--- config.mk ---
export PLATFORM = sky130hd
export DESIGN_NAME = coef_bank_ctrl
export DESIGN_NICKNAME = d
export VERILOG_FILES = /design/src/rtl/coef_bank_pkg.sv /design/src/rtl/coef_mode_reg.sv /design/src/rtl/coef_swap_seq.sv /design/src/rtl/coef_store.sv /design/src/rtl/coef_bank_ctrl.sv
export SDC_FILE = /design/constraint.sdc
export NUM_CORES = 2
export LEC_CHECK = 0
export BUFFER_PORTS_ARGS = -buffer_cell sky130_fd_sc_hd__buf_2
export CAP_MARGIN = 5
export CORE_MARGIN = 2
export CORE_UTILIZATION = 50
export CTS_CLUSTER_DIAMETER = 30
export CTS_CLUSTER_SIZE = 24
export DETAILED_ROUTE_END_ITERATION = 7
export PLACE_DENSITY = 0.65
export RECOVER_POWER = 50
export SYNTH_ARGS = -nofsm -noshare
export SYNTH_HDL_FRONTEND = slang
export SYNTH_HIERARCHICAL = 1
export SYNTH_SLANG_ARGS = --single-unit
export TNS_END_PERCENT = 1
--- constraint.sdc ---
create_clock -name clk_i -period 7.39 [get_ports clk_i]
set_clock_uncertainty 0.1 [all_clocks]
set_input_delay 1.478 -clock clk_i [delete_from_list [all_inputs] [get_ports clk_i]]
set_output_delay 1.478 -clock clk_i [all_outputs]
set_load 0.1 [all_outputs]
--- src/rtl/coef_bank_pkg.sv ---
package coef_bank_pkg;
  localparam logic [2:0] MODE_DIRECT = 3'd0;
  localparam logic [2:0] MODE_BANK1  = 3'd1;
  localparam logic [2:0] MODE_AUTO   = 3'd4;

  typedef enum logic [1:0] {
    RATE_32K   = 2'd0,
    RATE_48K   = 2'd1,
    RATE_OTH_A = 2'd2,
    RATE_OTH_B = 2'd3
  } rate_cls_e;
endpackage

--- src/rtl/coef_mode_reg.sv ---
module coef_mode_reg
  import coef_bank_pkg::*;
#(
  parameter int                N_BANKS   = 3,
  parameter int                ADDR_W    = 8,
  parameter int                DATA_W    = 32,
  parameter logic [ADDR_W-1:0] CTRL_ADDR = 8'h50,
  localparam int               BANK_W    = $clog2(N_BANKS)
) (
  input  logic              clk_i,
  input  logic              rst_ni,
  input  logic              wr_en_i,
  input  logic [ADDR_W-1:0] addr_i,
  input  logic [DATA_W-1:0] wdata_i,
  output logic [2:0]        ctrl_o,
  output logic              auto_o,
  output logic              bank_mode_o,
  output logic [BANK_W-1:0] bank_sel_o
);
  logic [2:0] ctrl_q;
  logic       ctrl_we;

  assign ctrl_we = wr_en_i && (addr_i == CTRL_ADDR);

  always_ff @(posedge clk_i or negedge rst_ni) begin
    if (!rst_ni)      ctrl_q <= MODE_DIRECT;
    else if (ctrl_we) ctrl_q <= wdata_i[2:0];
  end

  assign ctrl_o      = ctrl_q;
  assign auto_o      = (ctrl_q == MODE_AUTO);
  assign bank_mode_o = (ctrl_q >= MODE_BANK1) && (ctrl_q <= 3'(N_BANKS));
  assign bank_sel_o  = BANK_W'(ctrl_q - MODE_BANK1);

  AST_CTRL_LOAD: assert property (@(posedge clk_i) disable iff (!rst_ni)
    ctrl_we |=> ctrl_o == $past(wdata_i[2:0]));
  AST_CTRL_HOLD: assert property (@(posedge clk_i) disable iff (!rst_ni)
    !ctrl_we |=> $stable(ctrl_o));
endmodule

--- src/rtl/coef_swap_seq.sv ---
module coef_swap_seq
  import coef_bank_pkg::*;
#(
  parameter int  N_BANKS = 3,
  parameter int  DEPTH   = 23,
  localparam int IDX_W   = $clog2(DEPTH),
  localparam int BANK_W  = $clog2(N_BANKS)
) (
  input  logic              clk_i,
  input  logic              rst_ni,
  input  logic              auto_i,
  input  logic [1:0]        rate_i,
  output logic              busy_o,
  output logic              copy_en_o,
  output logic [IDX_W-1:0]  copy_idx_o,
  output logic [BANK_W-1:0] copy_bank_o
);
  logic [BANK_W-1:0] want_bank, want_q, bank_q;
  logic [IDX_W-1:0]  idx_q;
  logic              auto_q, busy_q, start;

  always_comb begin
    unique case (rate_cls_e'(rate_i))
      RATE_32K: want_bank = BANK_W'(0);
      RATE_48K: want_bank = BANK_W'(1);
      default:  want_bank = BANK_W'(N_BANKS - 1);
    endcase
  end

  // start on entry to auto mode or on a change of target bank
  assign start = auto_i && (!auto_q || (want_bank != want_q));

  always_ff @(posedge clk_i or negedge rst_ni) begin
    if (!rst_ni) begin
      want_q <= '0;
      auto_q <= 1'b0;
      busy_q <= 1'b0;
      idx_q  <= '0;
      bank_q <= '0;
    end else begin
      want_q <= want_bank;
      auto_q <= auto_i;
      if (!auto_i) begin
        busy_q <= 1'b0;
        idx_q  <= '0;
      end else if (start) begin
        busy_q <= 1'b1;
        idx_q  <= '0;
        bank_q <= want_bank;
      end else if (busy_q) begin
        if (idx_q == IDX_W'(DEPTH - 1)) begin
          busy_q <= 1'b0;
          idx_q  <= '0;
        end else begin
          idx_q <= idx_q + 1'b1;
        end
      end
    end
  end

  assign busy_o      = busy_q;
  assign copy_en_o   = busy_q && auto_i;
  assign copy_idx_o  = idx_q;
  assign copy_bank_o = bank_q;

  AST_START_BUSY: assert property (@(posedge clk_i) disable iff (!rst_ni)
    start |=> busy_o && copy_idx_o == '0);
  AST_ONE_PER_CLK: assert property (@(posedge clk_i) disable iff (!rst_ni)
    (busy_o && auto_i && !start && copy_idx_o != IDX_W'(DEPTH - 1))
      |=> busy_o && copy_idx_o == $past(copy_idx_o) + 1'b1);
  AST_LAST_WORD: assert property (@(posedge clk_i) disable iff (!rst_ni)
    (busy_o && auto_i && !start && copy_idx_o == IDX_W'(DEPTH - 1)) |=> !busy_o);
  AST_ABORT: assert property (@(posedge clk_i) disable iff (!rst_ni)
    !auto_i |=> !busy_o);
  AST_BANK_HOLD: assert property (@(posedge clk_i) disable iff (!rst_ni)
    (busy_o && auto_i && !start) |=> $stable(copy_bank_o));
endmodule

--- src/rtl/coef_store.sv ---
module coef_store #(
  parameter int  DATA_W  = 32,
  parameter int  DEPTH   = 23,
  parameter int  N_BANKS = 3,
  localparam int IDX_W   = $clog2(DEPTH),
  localparam int BANK_W  = $clog2(N_BANKS)
) (
  input  logic                          clk_i,
  input  logic                          rst_ni,
  input  logic                          host_we_i,
  input  logic [IDX_W-1:0]              host_idx_i,
  input  logic [DATA_W-1:0]             host_data_i,
  input  logic                          host_to_bank_i,
  input  logic [BANK_W-1:0]             host_bank_i,
  input  logic                          copy_en_i,
  input  logic [IDX_W-1:0]              copy_idx_i,
  input  logic [BANK_W-1:0]             copy_bank_i,
  output logic [DEPTH-1:0][DATA_W-1:0]  live_o
);
  logic [N_BANKS-1:0][DATA_W-1:0] bank_word;
  logic [DEPTH-1:0][DATA_W-1:0]   live_q;

  for (genvar b = 0; b < N_BANKS; b++) begin : g_bank
    logic [DEPTH-1:0][DATA_W-1:0] mem_q;
    logic                         we;
    assign we = host_we_i && host_to_bank_i && (host_bank_i == BANK_W'(b));
    always_ff @(posedge clk_i or negedge rst_ni) begin
      if (!rst_ni)  mem_q <= '0;
      else if (we)  mem_q[host_idx_i] <= host_data_i;
    end
    assign bank_word[b] = mem_q[copy_idx_i];
  end

  // copy wins over a host write to the same word
  always_ff @(posedge clk_i or negedge rst_ni) begin
    if (!rst_ni) begin
      live_q <= '0;
    end else begin
      if (host_we_i && !host_to_bank_i) live_q[host_idx_i] <= host_data_i;
      if (copy_en_i)                    live_q[copy_idx_i] <= bank_word[copy_bank_i];
    end
  end

  assign live_o = live_q;

  AST_BANK_WR_ISOLATED: assert property (@(posedge clk_i) disable iff (!rst_ni)
    (host_we_i && host_to_bank_i && !copy_en_i) |=> $stable(live_o));
  AST_DIRECT_WR: assert property (@(posedge clk_i) disable iff (!rst_ni)
    (host_we_i && !host_to_bank_i && !(copy_en_i && copy_idx_i == host_idx_i))
      |=> live_o[$past(host_idx_i)] == $past(host_data_i));
  AST_IDLE_LIVE: assert property (@(posedge clk_i) disable iff (!rst_ni)
    (!host_we_i && !copy_en_i) |=> $stable(live_o));
endmodule

--- src/rtl/coef_bank_ctrl.sv ---
module coef_bank_ctrl
  import coef_bank_pkg::*;
#(
  parameter int                DATA_W    = 32,
  parameter int                ADDR_W    = 8,
  parameter int                N_BANKS   = 3,
  parameter logic [ADDR_W-1:0] WIN_BASE  = 8'h29,
  parameter logic [ADDR_W-1:0] WIN_LAST  = 8'h3F,
  parameter logic [ADDR_W-1:0] CTRL_ADDR = 8'h50
) (
  input  logic                                          clk_i,
  input  logic                                          rst_ni,
  input  logic                                          wr_en_i,
  input  logic [ADDR_W-1:0]                             addr_i,
  input  logic [DATA_W-1:0]                             wdata_i,
  input  logic [ADDR_W-1:0]                             rd_addr_i,
  output logic [DATA_W-1:0]                             rd_data_o,
  input  logic [1:0]                                    rate_i,
  input  logic                                          hp_mode_i,
  output logic                                          busy_o,
  output logic                                          eq_drc_en_o,
  output logic [(int'(WIN_LAST)-int'(WIN_BASE)+1)*DATA_W-1:0] live_coef_o
);
  localparam int DEPTH  = int'(WIN_LAST) - int'(WIN_BASE) + 1;
  localparam int IDX_W  = $clog2(DEPTH);
  localparam int BANK_W = $clog2(N_BANKS);

  logic [2:0]                   ctrl;
  logic                         auto_mode, bank_mode;
  logic [BANK_W-1:0]            bank_sel, copy_bank;
  logic                         copy_en;
  logic [IDX_W-1:0]             copy_idx, wr_idx, rd_idx;
  logic                         wr_in_win, rd_in_win;
  logic [DEPTH-1:0][DATA_W-1:0] live;
  logic                         eq_en_q;

  assign wr_in_win = (addr_i >= WIN_BASE) && (addr_i <= WIN_LAST);
  assign rd_in_win = (rd_addr_i >= WIN_BASE) && (rd_addr_i <= WIN_LAST);
  assign wr_idx    = IDX_W'(addr_i - WIN_BASE);
  assign rd_idx    = IDX_W'(rd_addr_i - WIN_BASE);

  coef_mode_reg #(
    .N_BANKS(N_BANKS), .ADDR_W(ADDR_W), .DATA_W(DATA_W), .CTRL_ADDR(CTRL_ADDR)
  ) u_mode (
    .clk_i(clk_i), .rst_ni(rst_ni), .wr_en_i(wr_en_i), .addr_i(addr_i),
    .wdata_i(wdata_i), .ctrl_o(ctrl), .auto_o(auto_mode),
    .bank_mode_o(bank_mode), .bank_sel_o(bank_sel)
  );

  coef_swap_seq #(.N_BANKS(N_BANKS), .DEPTH(DEPTH)) u_seq (
    .clk_i(clk_i), .rst_ni(rst_ni), .auto_i(auto_mode), .rate_i(rate_i),
    .busy_o(busy_o), .copy_en_o(copy_en), .copy_idx_o(copy_idx),
    .copy_bank_o(copy_bank)
  );

  coef_store #(.DATA_W(DATA_W), .DEPTH(DEPTH), .N_BANKS(N_BANKS)) u_store (
    .clk_i(clk_i), .rst_ni(rst_ni),
    .host_we_i(wr_en_i && wr_in_win), .host_idx_i(wr_idx),
    .host_data_i(wdata_i), .host_to_bank_i(bank_mode),
    .host_bank_i(bank_sel), .copy_en_i(copy_en), .copy_idx_i(copy_idx),
    .copy_bank_i(copy_bank), .live_o(live)
  );

  always_comb begin
    rd_data_o = '0;
    if (rd_addr_i == CTRL_ADDR) rd_data_o = DATA_W'(ctrl);
    else if (rd_in_win)         rd_data_o = live[rd_idx];
  end

  // equalizer/DRC enable tracks speaker mode; coefficients are never touched
  always_ff @(posedge clk_i or negedge rst_ni) begin
    if (!rst_ni) eq_en_q <= 1'b0;
    else         eq_en_q <= !hp_mode_i;
  end

  assign eq_drc_en_o = eq_en_q;
  assign live_coef_o = live;

  AST_HP_BYPASS: assert property (@(posedge clk_i) disable iff (!rst_ni)
    hp_mode_i |=> !eq_drc_en_o);
  AST_SPK_ENABLE: assert property (@(posedge clk_i) disable iff (!rst_ni)
    !hp_mode_i |=> eq_drc_en_o);
  AST_BUSY_ONLY_AUTO: assert property (@(posedge clk_i) disable iff (!rst_ni)
    (busy_o && $past(busy_o)) |-> $past(auto_mode));
endmodule

Word-level counts from Yosys, hierarchy flattened
Index checks and enable logic that the tools add are counted.
{"block": "word_totals", "register_bits": 2959, "out_inout_bits": 770, "word_cells": 177}
{"block": "op_classes", "add_sub_neg": 4, "magnitude_cmp": 12, "eq_ne": 9, "n_mux": 32, "reduce_logical": 21}
{"cell": "$bwmux 736", "count": 5}
{"cell": "$mux 736", "count": 2}
{"cell": "$bmux 32 s5", "count": 4}
{"cell": "$demux 32 s5", "count": 2}
{"cell": "$mux 32", "count": 9}
{"cell": "$bmux 32 s2", "count": 1}
{"cell": "$mux 5", "count": 4}
{"cell": "$lt 5x6->1 const B", "count": 3}
{"cell": "$eq 8x7->1 const B", "count": 2}
{"cell": "$ge 8x6->1 const B", "count": 2}
{"cell": "$le 8x6->1 const B", "count": 2}
{"cell": "$logic_and 1x1->1", "count": 14}
{"cell": "$ge 5x1->1 const B", "count": 2}
{"cell": "$sub 5x4->5 const B", "count": 2}
{"cell": "$add 5x1->5 const B", "count": 1}
{"cell": "$eq 5x5->1 const B", "count": 1}
{"cell": "$eq 2x1->1 const B", "count": 2}
{"cell": "$logic_not 2->1", "count": 2}
{"cell": "$mux 1", "count": 4}
{"cell": "$pmux 2 s2", "count": 1}
{"cell": "$eq 3x3->1 const B", "count": 1}
{"cell": "$ge 3x1->1 const B", "count": 1}
{"cell": "$le 3x2->1 const B", "count": 1}
{"cell": "$logic_not 1->1", "count": 3}
{"cell": "7 further kinds", "count": 7}

Logic depth before layout (Yosys ltp)
{"block": "logic_depth", "ltp_word": 9, "ltp_mapped": 15, "ltp_nobuf": 11}

Cells and area by module
The synthesis kept the hierarchy.
{"module": "coef_store", "instances": 1, "cells_per_inst": 10427, "area_per_inst_um2": 134869.4}
{"module": "coef_bank_ctrl", "instances": 1, "cells_per_inst": 775, "area_per_inst_um2": 6354.8}
{"module": "coef_swap_seq", "instances": 1, "cells_per_inst": 49, "area_per_inst_um2": 559.3}
{"module": "coef_mode_reg", "instances": 1, "cells_per_inst": 19, "area_per_inst_um2": 205.2}

Worst setup path after synthesis
Ideal clock, no wire load.
{"block": "synth_timing", "kind": "input to output", "from": "in rd_addr_i[0]", "to": "out rd_data_o[31]", "arrival_ns": 6.877, "t_required_ns": 5.812, "path_slack_ns": -1.065, "path_stages": 11, "path_buffers": 6, "path_cell_list": "buf_2 -> buf_2 -> clkinv_1 -> buf_2 -> ha_1 -> buf_4 -> buf_4 -> clkbuf_1 -> mux4_2 -> nor2_1 -> o311ai_0"}
{"block": "synth_between", "elab_chain_cells": 5, "word_cells_on_any_way": 9}
{"item": "start, declared", "line": "coef_bank_ctrl.sv:16", "rtl": "input logic [ADDR_W-1:0] rd_addr_i,"}
{"item": "$sub 5x4->5", "line": "coef_bank_ctrl.sv:40", "rtl": "assign rd_idx = IDX_W'(rd_addr_i - WIN_BASE);"}
{"item": "$bmux 32 s5", "line": "coef_bank_ctrl.sv:67", "rtl": "else if (rd_in_win) rd_data_o = live[rd_idx];"}
{"item": "$mux 32 (not written as such)", "line": "coef_bank_ctrl.sv:67"}
{"item": "$mux 32", "line": "coef_bank_ctrl.sv:67"}
{"item": "$mux 32 *", "line": "coef_bank_ctrl.sv:66", "rtl": "if (rd_addr_i == CTRL_ADDR) rd_data_o = DATA_W'(ctrl);"}
{"item": "end, declared", "line": "coef_bank_ctrl.sv:17", "rtl": "output logic [DATA_W-1:0] rd_data_o,"}
Every way passes the cells marked *; elsewhere a longest branch is shown, timed or not. The select of a mux whose other input is x is not followed.

Final worst setup path
{"block": "layout_timing", "from": "in rd_addr_i[1]", "to": "out rd_data_o[0]"}
Same word-level chain as after synthesis.

==> flow_metrics.env <==
export IMPL_fin_crit_sh_pct=86.5
export IMPL_slowest_stage="ha_4"
export IMPL_failed_checks="DRC, capacitance limit, slew limit"
export IMPL_final_cell_mix="dfrtp_1 (2952), mux2_2 (2269), nand2_1 (901)"
export IMPL_postRouteWirelength_um=599000
export IMPL_clockPowerShare_pct=56.3
export IMPL_arrival_ns=4.82
export IMPL_cts_resized=0
export IMPL_placementRows=195
export IMPL_synth_distinct_cells=84
export IMPL_cts_hold_buf=0
export IMPL_dp_hpwl_um=381000
export IMPL_synth_seq_cells=2959
export IMPL_fin_util_pct=60.6
export IMPL_drt_wirelength_per_cell_um=37.1
export IMPL_tritoncts="built"
export IMPL_switching_share_pct=27.9
export IMPL_setup_ws_ns=0.996
export IMPL_syn_cell_area_um2=142000
export IMPL_clk_pin_slew_ns=0.05
export IMPL_grt_pass1_vias=109000
export IMPL_dr_pass1_iters=8
export IMPL_die_width_um=537
export IMPL_nets=11900
export IMPL_antenna_found_initial=54
export IMPL_cp_num_buf_inv=5
export IMPL_yosys_warnings=6
export IMPL_max_stage_delay_ns=0.69
export IMPL_criticalPathCategory="in -> out"
export IMPL_combinationalPowerShare_pct=9.9
export IMPL_synth_edff_count=0
export IMPL_endpoint_kind="output port"
export IMPL_grt_max_degree=186
export IMPL_core_um2=282000
export IMPL_ys_flop_type="dfrtp_1"
export IMPL_cp_common_cell="buf_2"
export IMPL_min_path_type="reg -> reg"
export IMPL_drt_iter0_drc=13800
export IMPL_status="complete, but fails checks"
export IMPL_syn_inst=11300
export IMPL_syn_num_nets=11300
export IMPL_async_reset_ff_share_pct=100
export IMPL_grt_pass1_wl_um=837000
export IMPL_clock_path_buffers=4
export IMPL_ir_drop_v=0.000207
export IMPL_path_cells="buf_2 -> inv_1 -> ha_4 -> buf_4 -> nor2b_4 -> buf_12 -> a221oi_1 -> nor2_1 -> a22oi_1 -> o211ai_1 -> buf_2"
export IMPL_p_seq_share_pct=33.8
export IMPL_grt_usage_pct=40.8
export IMPL_synth_area_per_cell_um2=12.6
export IMPL_cp_required_ns=5.81
export IMPL_drc=6
export IMPL_areaGrowthSynthToFinish_pct=20.5
export IMPL_p_total_w=0.0506
export IMPL_num_vias=109000
export IMPL_grt_setup_unrepaired="no"
export IMPL_max_freq_mhz=156
export IMPL_cap_violations=32
export IMPL_cts_buffers=614
export IMPL_ys_seq_area_share_pct=52.1
export IMPL_p_int_w=0.0365
export IMPL_place_port_buffers=823
export IMPL_p_sw_w=0.0141
export IMPL_cp_start_kind="input port"
export IMPL_ios=824
export IMPL_gr_total_overflow=0
export IMPL_n_fill_cell=21900
export IMPL_place_gp_congestion=1.08
export IMPL_place_ws_ns=1.15
export IMPL_p_leak_nw=80.9
export IMPL_htree_num_levels=6
export IMPL_setup_viol=0
export IMPL_start_util_pct=50.3
export IMPL_avgViaCountPerCell=6.75
export IMPL_clock_latency_ns=1.03
export IMPL_tns_ns=0
export IMPL_ant_nets=0
export IMPL_cp_max_fo=61
export IMPL_crit_family="buffers and inverters"
export IMPL_cts_sinks=2959
export IMPL_final_common_cell="dfrtp_1"
export IMPL_tightest_slew_ns=4.57
export IMPL_drv_slew=1784
export IMPL_fin_crit_ns=6.39
export IMPL_post_cts_buffers=0
export IMPL_ctsRootBufferMaster="clkbuf_16"
export IMPL_drive_above_1_share_pct=38.0
export IMPL_relSlewSlack_pct=-204
export IMPL_die_area_um2=288000
export IMPL_power_density_nw_per_um2=296
export IMPL_dieHeight_um=537
export IMPL_final_hold_violation_count=0
cell families after synthesis:
family	count (synthesis)	synth area share, %
xor gates and xnor gates	8	0.0679
muxes	3335	29.0
DFF	2959	52.1
AOI/OAI and AO/OA	1661	7.67
and+or+nand+nor	2070	7.15
buffers and inverters	1228	3.85
adders and majority gates	9	0.0793
flip-flops by register name, summed over array words and instances (netlist names):
| signal | cells |
|---|---|
| u_seq/copy_bank_o | 2 |
| u_store/live_o | 736 |
| u_seq/copy_idx_o | 5 |
| u_seq/want_q | 2 |
| u_seq/busy_o | 1 |
| u_store/g_bank.mem_q | 2208 |
| eq_drc_en_o | 1 |
| u_seq/auto_q | 1 |
| u_mode/ctrl_o | 3 |
through the flow:
stage	hold slack, ns	instances	cell area [um^2]
floorplan	0.372	11300	142000
global placement	0.381	15000	150000
detailed placement	0.387	15000	150000
CTS	0.345	16100	172000
global route	0.401	16100	171000
finish	0.397	16100	171000
metal layers:
layer	routed length (um)	GRT usage [%]	vias up
met5	563	1.00	-
met4	50000	29.1	38
met3	73600	14.8	2170
met2	259000	59.5	7343
met1	216000	50.1	56900
li1	-	-	42600
final timing paths:
check,start,end,slack (ns),cells past startpoint
worst min-delay path,u_store/g_bank[1].mem_q[201]$_DFFE_PN0P_,u_store/g_bank[1].mem_q[201]$_DFFE_PN0P_,0.40,1
min in group asynchronous,rst_ni,u_store/g_bank[1].mem_q[280]$_DFFE_PN0P_,1.69,1
worst max-delay path,rd_addr_i[1],rd_data_o[0],1.0,11
worst min register to register,u_store/g_bank[1].mem_q[201]$_DFFE_PN0P_,u_store/g_bank[1].mem_q[201]$_DFFE_PN0P_,0.40,1
max in group asynchronous,rst_ni,u_store/g_bank[0].mem_q[176]$_DFFE_PN0P_,1.26,2
worst max register to register,u_mode/ctrl_o[0]$_DFFE_PN0P_,u_store/live_o[259]$_DFF_PN0_,1.29,10
cell usage after synthesis, types with 91 or more instances:
cell	instances	area share, %
a211oi_1	322	1.7
a21oi_1	680	2.4
a22oi_1	107	0.57
and3_1	369	1.6
buf_1	130	0.34
buf_2	167	0.59
buf_4	114	0.60
clkbuf_1	769	2.0
dfrtp_1	2959	52
mux2_2	2269	18
mux2i_1	665	4.7
mux4_2	399	6.3
nand2_1	953	2.5
nand3_1	91	0.32
nor2_1	177	0.47
nor2b_1	296	1.3
o22ai_1	160	0.70
worst reg2reg max path, delay by kind of cell, from the launching register on:
kind / cells / cell delay (ns)
AOI/OAI and AO/OA: 1 / 0.13
adders and majority gates: 1 / 0.22
buffers and inverters: 3 / 1.74
DFF: 1 / 0.45
and+or+nand+nor: 5 / 3.37
layout make-up:
| class | instances | area (um^2) | share of cell area [%] |
|---|---|---|---|
| clock buffer | 820 | 17300 | 10.1 |
| sequential | 2959 | 74100 | 43.3 |
| multi-input combinational | 7083 | 63500 | 37.1 |
| clock inverter | 297 | 4220 | 2.47 |
| timing repair buffer | 1191 | 7210 | 4.22 |
| tap | 3743 | 4680 | 2.74 |
| inverter | 20 | 75.1 | 0.0439 |
| antenna | 36 | 90.1 | 0.0526 |
power by group through the flow:
stage                     logic [W]  registers [W]  clock network, W
final                       0.00502         0.0171            0.0285
after global placement      0.00485         0.0173                 0
after floorplan             0.00124         0.0191                 0
after CTS                   0.00492         0.0170            0.0286
after global routing        0.00513         0.0171            0.0296
after detailed placement    0.00490         0.0173                 0
Power figures use the tool's default switching activity.
